[src/rtl/cqis_pkg.sv]
// Package: shared constants for the command-queue interrupt status block.
// Assumes byte addressing inside a 4 KiB register window.
package cqis_pkg;
    localparam int unsigned REG_W      = 32;
    localparam int unsigned ADDR_W     = 12;
    localparam int unsigned NUM_SRC    = 4;
    localparam logic [11:0] STATUS_OFS = 12'h010;

    // Bit positions inside the status word.
    typedef enum int unsigned {
        SRC_HALT      = 0,
        SRC_TASK_DONE = 1,
        SRC_RESP_ERR  = 2,
        SRC_TASK_CLR  = 3
    } src_e;
endpackage

[src/rtl/cqis_level_rise.sv]
// Module: cqis_level_rise
// Turns a level into a one-cycle pulse when it goes from 0 to 1.
// Assumes the level is already synchronous to clk. The registered copy
// resets to 0, so a level that is high when reset ends counts as a rise.
module cqis_level_rise (
    input  logic clk,
    input  logic rst_n,
    input  logic level_i,
    output logic rise_o
);
    logic level_q;

    // Keep last cycle's value of the level for edge detection.
    always_ff @(posedge clk) begin
        if (!rst_n) level_q <= 1'b0;
        else        level_q <= level_i;
    end

    // Pulse high only in the first cycle the level is seen high.
    always_comb rise_o = level_i & ~level_q;

    // a rise pulse can never be followed directly by another one.
    a_r7_single_rise_pulse: assert property (@(posedge clk) disable iff (!rst_n)
        rise_o |=> !rise_o);
endmodule

[src/rtl/cqis_status_bank.sv]
// Module: cqis_status_bank
// A bank of sticky status bits. Each bit sets on an enabled event and
// clears when software writes 0 to it. A set beats a clear in the same
// cycle, so no event is lost. Assumes wr_hit_i is a single-cycle strobe.
module cqis_status_bank #(
    parameter int unsigned N = 4
) (
    input  logic         clk,
    input  logic         rst_n,
    input  logic [N-1:0] evt_i,
    input  logic [N-1:0] en_i,
    input  logic         wr_hit_i,
    input  logic [N-1:0] wr_bits_i,
    output logic [N-1:0] status_o
);
    logic [N-1:0] set_vec;
    logic [N-1:0] clr_vec;

    // An event counts only when its enable bit is high.
    always_comb set_vec = evt_i & en_i;

    // A write clears exactly the bits that are written as 0.
    always_comb clr_vec = wr_hit_i ? ~wr_bits_i : '0;

    for (genvar i = 0; i < N; i++) begin : g_bit
        // Sticky bit: set wins, otherwise clear, otherwise hold.
        always_ff @(posedge clk) begin
            if (!rst_n)          status_o[i] <= 1'b0;
            else if (set_vec[i]) status_o[i] <= 1'b1;
            else if (clr_vec[i]) status_o[i] <= 1'b0;
        end

        // an enabled event always leaves the bit set.
        a_r4_enabled_event_sets: assert property (@(posedge clk) disable iff (!rst_n)
            (evt_i[i] && en_i[i]) |=> status_o[i]);

        // with no enabled event and no prior value, the bit stays clear.
        a_r3_disabled_stays_clear: assert property (@(posedge clk) disable iff (!rst_n)
            (!status_o[i] && !(evt_i[i] && en_i[i])) |=> !status_o[i]);

        // a written 0 clears the bit when no event competes.
        a_r5_write_zero_clears: assert property (@(posedge clk) disable iff (!rst_n)
            (wr_hit_i && !wr_bits_i[i] && !(evt_i[i] && en_i[i])) |=> !status_o[i]);

        // a written 1 keeps the old value when no event competes.
        a_r6_write_one_keeps: assert property (@(posedge clk) disable iff (!rst_n)
            (wr_hit_i && wr_bits_i[i] && !(evt_i[i] && en_i[i])) |=> $stable(status_o[i]));
    end
endmodule

[src/rtl/cqis_regport.sv]
// Module: cqis_regport
// Decodes the APB-style port for the status word. It produces the write
// strobe and data for the status bank and the combinational read data.
// Assumes no wait states: a write takes effect in the access phase.
module cqis_regport #(
    parameter int unsigned       ADDR_W = 12,
    parameter int unsigned       DATA_W = 32,
    parameter int unsigned       N      = 4,
    parameter logic [ADDR_W-1:0] OFS    = 12'h010
) (
    input  logic              psel,
    input  logic              penable,
    input  logic              pwrite,
    input  logic [ADDR_W-1:0] paddr,
    input  logic [DATA_W-1:0] pwdata,
    input  logic [N-1:0]      status_i,
    output logic              wr_hit_o,
    output logic [N-1:0]      wr_bits_o,
    output logic [DATA_W-1:0] prdata
);
    localparam int unsigned PAD_W = DATA_W - N;

    logic addr_hit;

    // Match the status word's byte offset.
    always_comb addr_hit = (paddr == OFS);

    // Write strobe in the access phase; upper data bits are dropped.
    always_comb begin
        wr_hit_o  = psel & penable & pwrite & addr_hit;
        wr_bits_o = pwdata[N-1:0];
    end

    // Zero-wait read of the status word, with the reserved bits padded to 0.
    always_comb prdata = (psel & ~pwrite & addr_hit) ? {{PAD_W{1'b0}}, status_i} : '0;
endmodule

[src/rtl/cq_irq_status.sv]
// Module: cq_irq_status (top)
// Interrupt status word for a command-queuing storage host controller.
// It maps the event inputs onto four sticky bits and decodes the register
// port. It drives a registered interrupt line as the OR of the bits.
// Assumes every input is synchronous to clk.
module cq_irq_status #(
    parameter int unsigned       ADDR_W = cqis_pkg::ADDR_W,
    parameter int unsigned       DATA_W = cqis_pkg::REG_W,
    parameter logic [ADDR_W-1:0] OFS    = cqis_pkg::STATUS_OFS
) (
    input  logic              clk,
    input  logic              rst_n,
    input  logic              psel,
    input  logic              penable,
    input  logic              pwrite,
    input  logic [ADDR_W-1:0] paddr,
    input  logic [DATA_W-1:0] pwdata,
    output logic [DATA_W-1:0] prdata,
    input  logic              halt_state,
    input  logic              task_int_done,
    input  logic              coal_int,
    input  logic              resp_err,
    input  logic              clr_all_done,
    input  logic              clr_one_done,
    input  logic [cqis_pkg::NUM_SRC-1:0] evt_en,
    output logic              irq
);
    import cqis_pkg::*;
    localparam int unsigned N = NUM_SRC;

    logic         halt_rise;
    logic [N-1:0] evt_vec;
    logic [N-1:0] status;
    logic         wr_hit;
    logic [N-1:0] wr_bits;

    cqis_level_rise u_halt_edge (
        .clk     (clk),
        .rst_n   (rst_n),
        .level_i (halt_state),
        .rise_o  (halt_rise)
    );

    // Gather the raw event sources into one vector in status-bit order.
    always_comb begin
        evt_vec                = '0;
        evt_vec[SRC_HALT]      = halt_rise;
        evt_vec[SRC_TASK_DONE] = task_int_done | coal_int;
        evt_vec[SRC_RESP_ERR]  = resp_err;
        evt_vec[SRC_TASK_CLR]  = clr_all_done | clr_one_done;
    end

    cqis_regport #(
        .ADDR_W (ADDR_W),
        .DATA_W (DATA_W),
        .N      (N),
        .OFS    (OFS)
    ) u_regport (
        .psel      (psel),
        .penable   (penable),
        .pwrite    (pwrite),
        .paddr     (paddr),
        .pwdata    (pwdata),
        .status_i  (status),
        .wr_hit_o  (wr_hit),
        .wr_bits_o (wr_bits),
        .prdata    (prdata)
    );

    cqis_status_bank #(.N(N)) u_bank (
        .clk       (clk),
        .rst_n     (rst_n),
        .evt_i     (evt_vec),
        .en_i      (evt_en),
        .wr_hit_i  (wr_hit),
        .wr_bits_i (wr_bits),
        .status_o  (status)
    );

    // Register the OR of all status bits onto the interrupt line.
    always_ff @(posedge clk) begin
        if (!rst_n) irq <= 1'b0;
        else        irq <= |status;
    end

    // irq shows the status word of the previous cycle.
    a_r11_irq_follows_status: assert property (@(posedge clk) disable iff (!rst_n)
        1'b1 |=> (irq == (|$past(status))));

    // a read with no event pending leaves the status word unchanged.
    a_r13_read_no_side_effect: assert property (@(posedge clk) disable iff (!rst_n)
        (psel && !pwrite && !(|(evt_vec & evt_en))) |=> $stable(status));

    // a write to a different address does not clear any bit.
    a_r2_other_addr_no_clear: assert property (@(posedge clk) disable iff (!rst_n)
        (psel && penable && pwrite && (paddr != OFS)) |=> ((status & $past(status)) == $past(status)));
endmodule

[config.mk]
export PLATFORM = sky130hd
export DESIGN_NAME = cq_irq_status
export DESIGN_NICKNAME = d
export VERILOG_FILES = /design/src/rtl/cqis_pkg.sv /design/src/rtl/cqis_level_rise.sv /design/src/rtl/cqis_status_bank.sv /design/src/rtl/cqis_regport.sv /design/src/rtl/cq_irq_status.sv
export SDC_FILE = /design/constraint.sdc
export NUM_CORES = 1
export LEC_CHECK = 0
export CELL_PAD_IN_SITES_DETAIL_PLACEMENT = 1
export CELL_PAD_IN_SITES_GLOBAL_PLACEMENT = 1
export CORE_MARGIN = 2
export CORE_UTILIZATION = 11
export DETAILED_ROUTE_END_ITERATION = 10
export PLACE_DENSITY = 0.79
export RECOVER_POWER = 100
export SYNTH_ARGS = -nofsm -noshare
export SYNTH_HDL_FRONTEND = slang
export SYNTH_SLANG_ARGS = --single-unit
[constraint.sdc]
create_clock -name clk -period 1 [get_ports clk]
set_input_delay 0.2 -clock clk [delete_from_list [all_inputs] [get_ports clk]]
set_output_delay 0.2 -clock clk [all_outputs]
set_load 0.005 [all_outputs]
==> out/qor.txt <==
=====================================================================================
Sequential fraction of design power ....................................        31.3%
Full die area ..........................................................  0.00567 mm²
Post-layout nets .......................................................          171
Worst setup path start .................................................     paddr[2]
Launching element type of the critical path ............................   input port
Minimum clock period after layout ......................................      1.46 ns
Cell mode on critical path ............................................. sky130_fd_sc_hd__buf_6
PD cells ...............................................................   847 mW/mm²
Antenna diodes .........................................................            0
Worst skew pair latency ................................................      0.22 ns
Effective utilization at floorplan .....................................        11.6%
Antenna viol nets, final ...............................................            0
Number of inserted filler cells in the final layout ....................          590
CP delay by family, top ................................................ simple AND/OR/NAND/NOR gates
Element type at the critical path end .................................. primary output
Switching portion of total power .......................................        23.1%
Unrepaired setup endpoints after global routing ........................          yes
Violated checks ........................................................ negative setup slack
Multi-input logic area .................................................      369 µm²
Post-synth ARST share ..................................................           0%
Worst flop-to-flop path endpoint .......................................          irq
Total clock buffers created by CTS .....................................            3
Average routed wire per standard cell ..................................      9.84 µm
Worst-case register-to-register setup slack ............................      0.06 ns
Global router's overall resource usage .................................        5.78%
Yosys warning total ....................................................            0
Setup violators final ..................................................            8
Count of state elements after synthesis ................................            6
Number of synthesized flops with an enable pin .........................            0
Total count of hold-check failures in the final report .................            0
Number of buffers on the longest clock path ............................            2
Post-Route Setup TNS ...................................................     -2.70 ns
Maximum fanout encountered on the critical timing path .................            4
Total number of clock tree sinks .......................................            6
Routed via count .......................................................          526
Worst hold path depth ..................................................            4
Run status ............................................................. finished with violations
Max stage delay cell, worst path ....................................... sky130_fd_sc_hd__nor4_4
Boundary pin count .....................................................           92
Sequential share of the synthesized area ...............................        21.5%
Final-report max-slew violation count ..................................            0
Cell internal pwr ......................................................   0.000656 W
Clock-pin slew of the registers on the worst-case setup and hold paths .      0.04 ns
Leakage dissipation ....................................................     0.456 nW
Data arrival time at the worst-slack endpoint ..........................      1.26 ns
Number of global-route vias before repair ..............................          549
Worst slack after detailed placement ...................................     -1.25 ns
Count of maximum capacitance violations ................................            0
DIE HEIGHT .............................................................      75.3 µm
Final critical-path setup slack ........................................    -0.464 ns
Worst Path Class, Setup ................................................ input port to primary output
Global route overflow ..................................................            0
Post-route design area .................................................  0.00101 mm²
Upper clock frequency limit ............................................      683 MHz
Wire length of the first global-routing pass ...........................      2480 µm
Placer's final routability congestion estimate .........................        0.752
End point of the most critical hold path ............................... u_bank.status_o[3]
Worst path max stage delay .............................................      0.34 ns
Total placed instance area .............................................      922 µm²
Clk_skew ...............................................................  0.000892 ns
Relative contribution of the clock network to total power ..............        42.0%
Bufs and invs on worst path ............................................            3
Synthesized cell area ..................................................      559 µm²
Critical-path cell list ................................................ buf_6 -> nor4_4 -> nand4_4 -> buf_6 -> nor3b_4 -> buf_2
Antenna violations before repair .......................................            0
Length in cells of the worst reg-to-reg path ...........................            2
Share of cells above drive strength 1 ..................................        30.0%
Remaining routing DRC violations .......................................            0
Worst min-delay path class ............................................. input port to register
Required time at the worst-slack endpoint ..............................      0.80 ns
Post-synthesis to final-layout area growth .............................        80.1%
CORE AREA ..............................................................  0.00482 mm²
Comb pwr share .........................................................        26.7%
Wirelength, routed .....................................................      1740 µm
Die width ..............................................................      75.3 µm
Library cells used by synthesis ........................................           19
Commonest cells after routing, fill and taps aside ..................... sky130_fd_sc_hd__conb_1, sky130_fd_sc_hd__clkdlybuf4s50_1, sky130_fd_sc_hd__buf_2, sky130_fd_sc_hd__dfxtp_1, sky130_fd_sc_hd__buf_4
Reg-to-Reg Start ....................................................... u_bank.status_o[0]
HPWL reported at the end of detailed placement .........................      1460 µm
Sequential cell area in the final layout ...............................      120 µm²
DRC marker count from the first detailed-route iteration ...............            1
Clock tree from TritonCTS ..............................................          yes
H-tree depth ...........................................................            1
Synthesized area per cell ..............................................     8.74 µm²
Share of the cycle needed by the critical path after routing ...........         146%
Final total power ......................................................   0.000854 W
Vias/cell ..............................................................         2.97
Post-synthesis instance total ..........................................           64
I/O Buffers ............................................................           35
Iteration count of the initial detailed-routing pass ...................            2
Flip-flop cell with the highest count after synthesis .................. sky130_fd_sc_hd__dfxtp_1
Maximum number of pins on one net before global-route repair ...........            7
Min-Delay Startpoint ...................................................     paddr[8]
Peak ir drop on the vdd network ........................................       255 µV
Post-Route Utilization .................................................        20.9%
Net load switching power ...............................................   0.000197 W
Most frequent standard cell in the layout excluding fill and tap cells . sky130_fd_sc_hd__conb_1
Clock root buffer ...................................................... sky130_fd_sc_hd__clkbuf_8
Cell Rows ..............................................................           25
=====================================================================================
[synthesized netlist by cell type (2+ instances only)]
| cell | number | area, µm² |
|---|---|---|
| sky130_fd_sc_hd__nor2_1 | 4 | 15.0 |
| sky130_fd_sc_hd__buf_4 | 28 | 210 |
| sky130_fd_sc_hd__and3b_1 | 2 | 17.5 |
| sky130_fd_sc_hd__o21a_1 | 2 | 15.0 |
| sky130_fd_sc_hd__a21oi_1 | 3 | 15.0 |
| sky130_fd_sc_hd__nor4_4 | 2 | 42.5 |
| sky130_fd_sc_hd__dfxtp_1 | 6 | 120 |
| sky130_fd_sc_hd__nor3b_1 | 4 | 30.0 |
| sky130_fd_sc_hd__o21ai_0 | 3 | 15.0 |
[cell type report]
cell class	instances	share of cell area [%]
timing repair buffer	44	39.0
multi-input combinational	57	36.6
clock buffer	3	4.10
sequential	6	11.9
tap	67	8.32
[worst reg2reg max path, delay by kind of cell, from the launching register on]
kind            cells  cell delay, ns
compound gates      1            0.39
buf+inv             1            0.13
flops               1            0.30
[stage by stage]
step	std cells	hold WS (ns)
CTS	176	0.489
finish	177	0.451
global placement	170	0.514
global route	177	0.484
detailed placement	170	0.523
floorplan	91	0.322
[cell families (layout without fill, tap and decap cells)]
| kind of cell | after synthesis | in the layout | synth area share [%] |
|---|---|---|---|
| buf+inv | 28 | 47 | 37.6 |
| simple gates | 19 | 19 | 28.4 |
| compound gates | 10 | 10 | 11.9 |
| flops | 6 | 6 | 21.5 |
| other cells | 1 | 28 | 0.670 |
[sequential cells by signal, summed over array words and instances (netlist names)]
name	cells
u_bank.status_o	4
irq	1
u_halt_edge.level_q	1
[metal layers]
layer  global-route usage (%)  vias to the layer above  share of wire (%)
met2                     10.8                       33                 51
met4                     1.75                        0                  0
met3                     1.85                        0                 12
met5                        0                        -                  0
met1                     6.14                      233                 37
li1                         -                      260                  -
[repair_timing]
item / in CTS / in global routing
gates resized for setup: 60 / 10
pin swaps: 7 / 4
hold buffers: 0 / 0
setup buffers: 3 / 1
setup endpoints to repair: 9 / 9
[power groups by stage]
stage	sequential (W)	combinational, W	clock, W
6_report	0.000267	0.000228	0.000359
5_1_grt	0.000269	0.000253	0.000388
4_1_cts	0.000266	0.000220	0.000370
3_5_place_dp	0.000270	0.000234	0
3_3_place_gp	0.000270	0.000229	0
2_1_floorplan	0.000269	0.000144	0
[worst max-delay path by stage]
stage | slack, ns | cells after the start | endpoint
after detailed placement | -1.25 | 5 | prdata[2]
final | -0.46 | 6 | prdata[2]
after global placement | -1.18 | 5 | prdata[2]
after CTS | -0.51 | 6 | prdata[0]
after global routing | -0.55 | 6 | prdata[3]
after floorplan | -0.08 | 3 | prdata[0]
(Power assumes the default switching activity.)
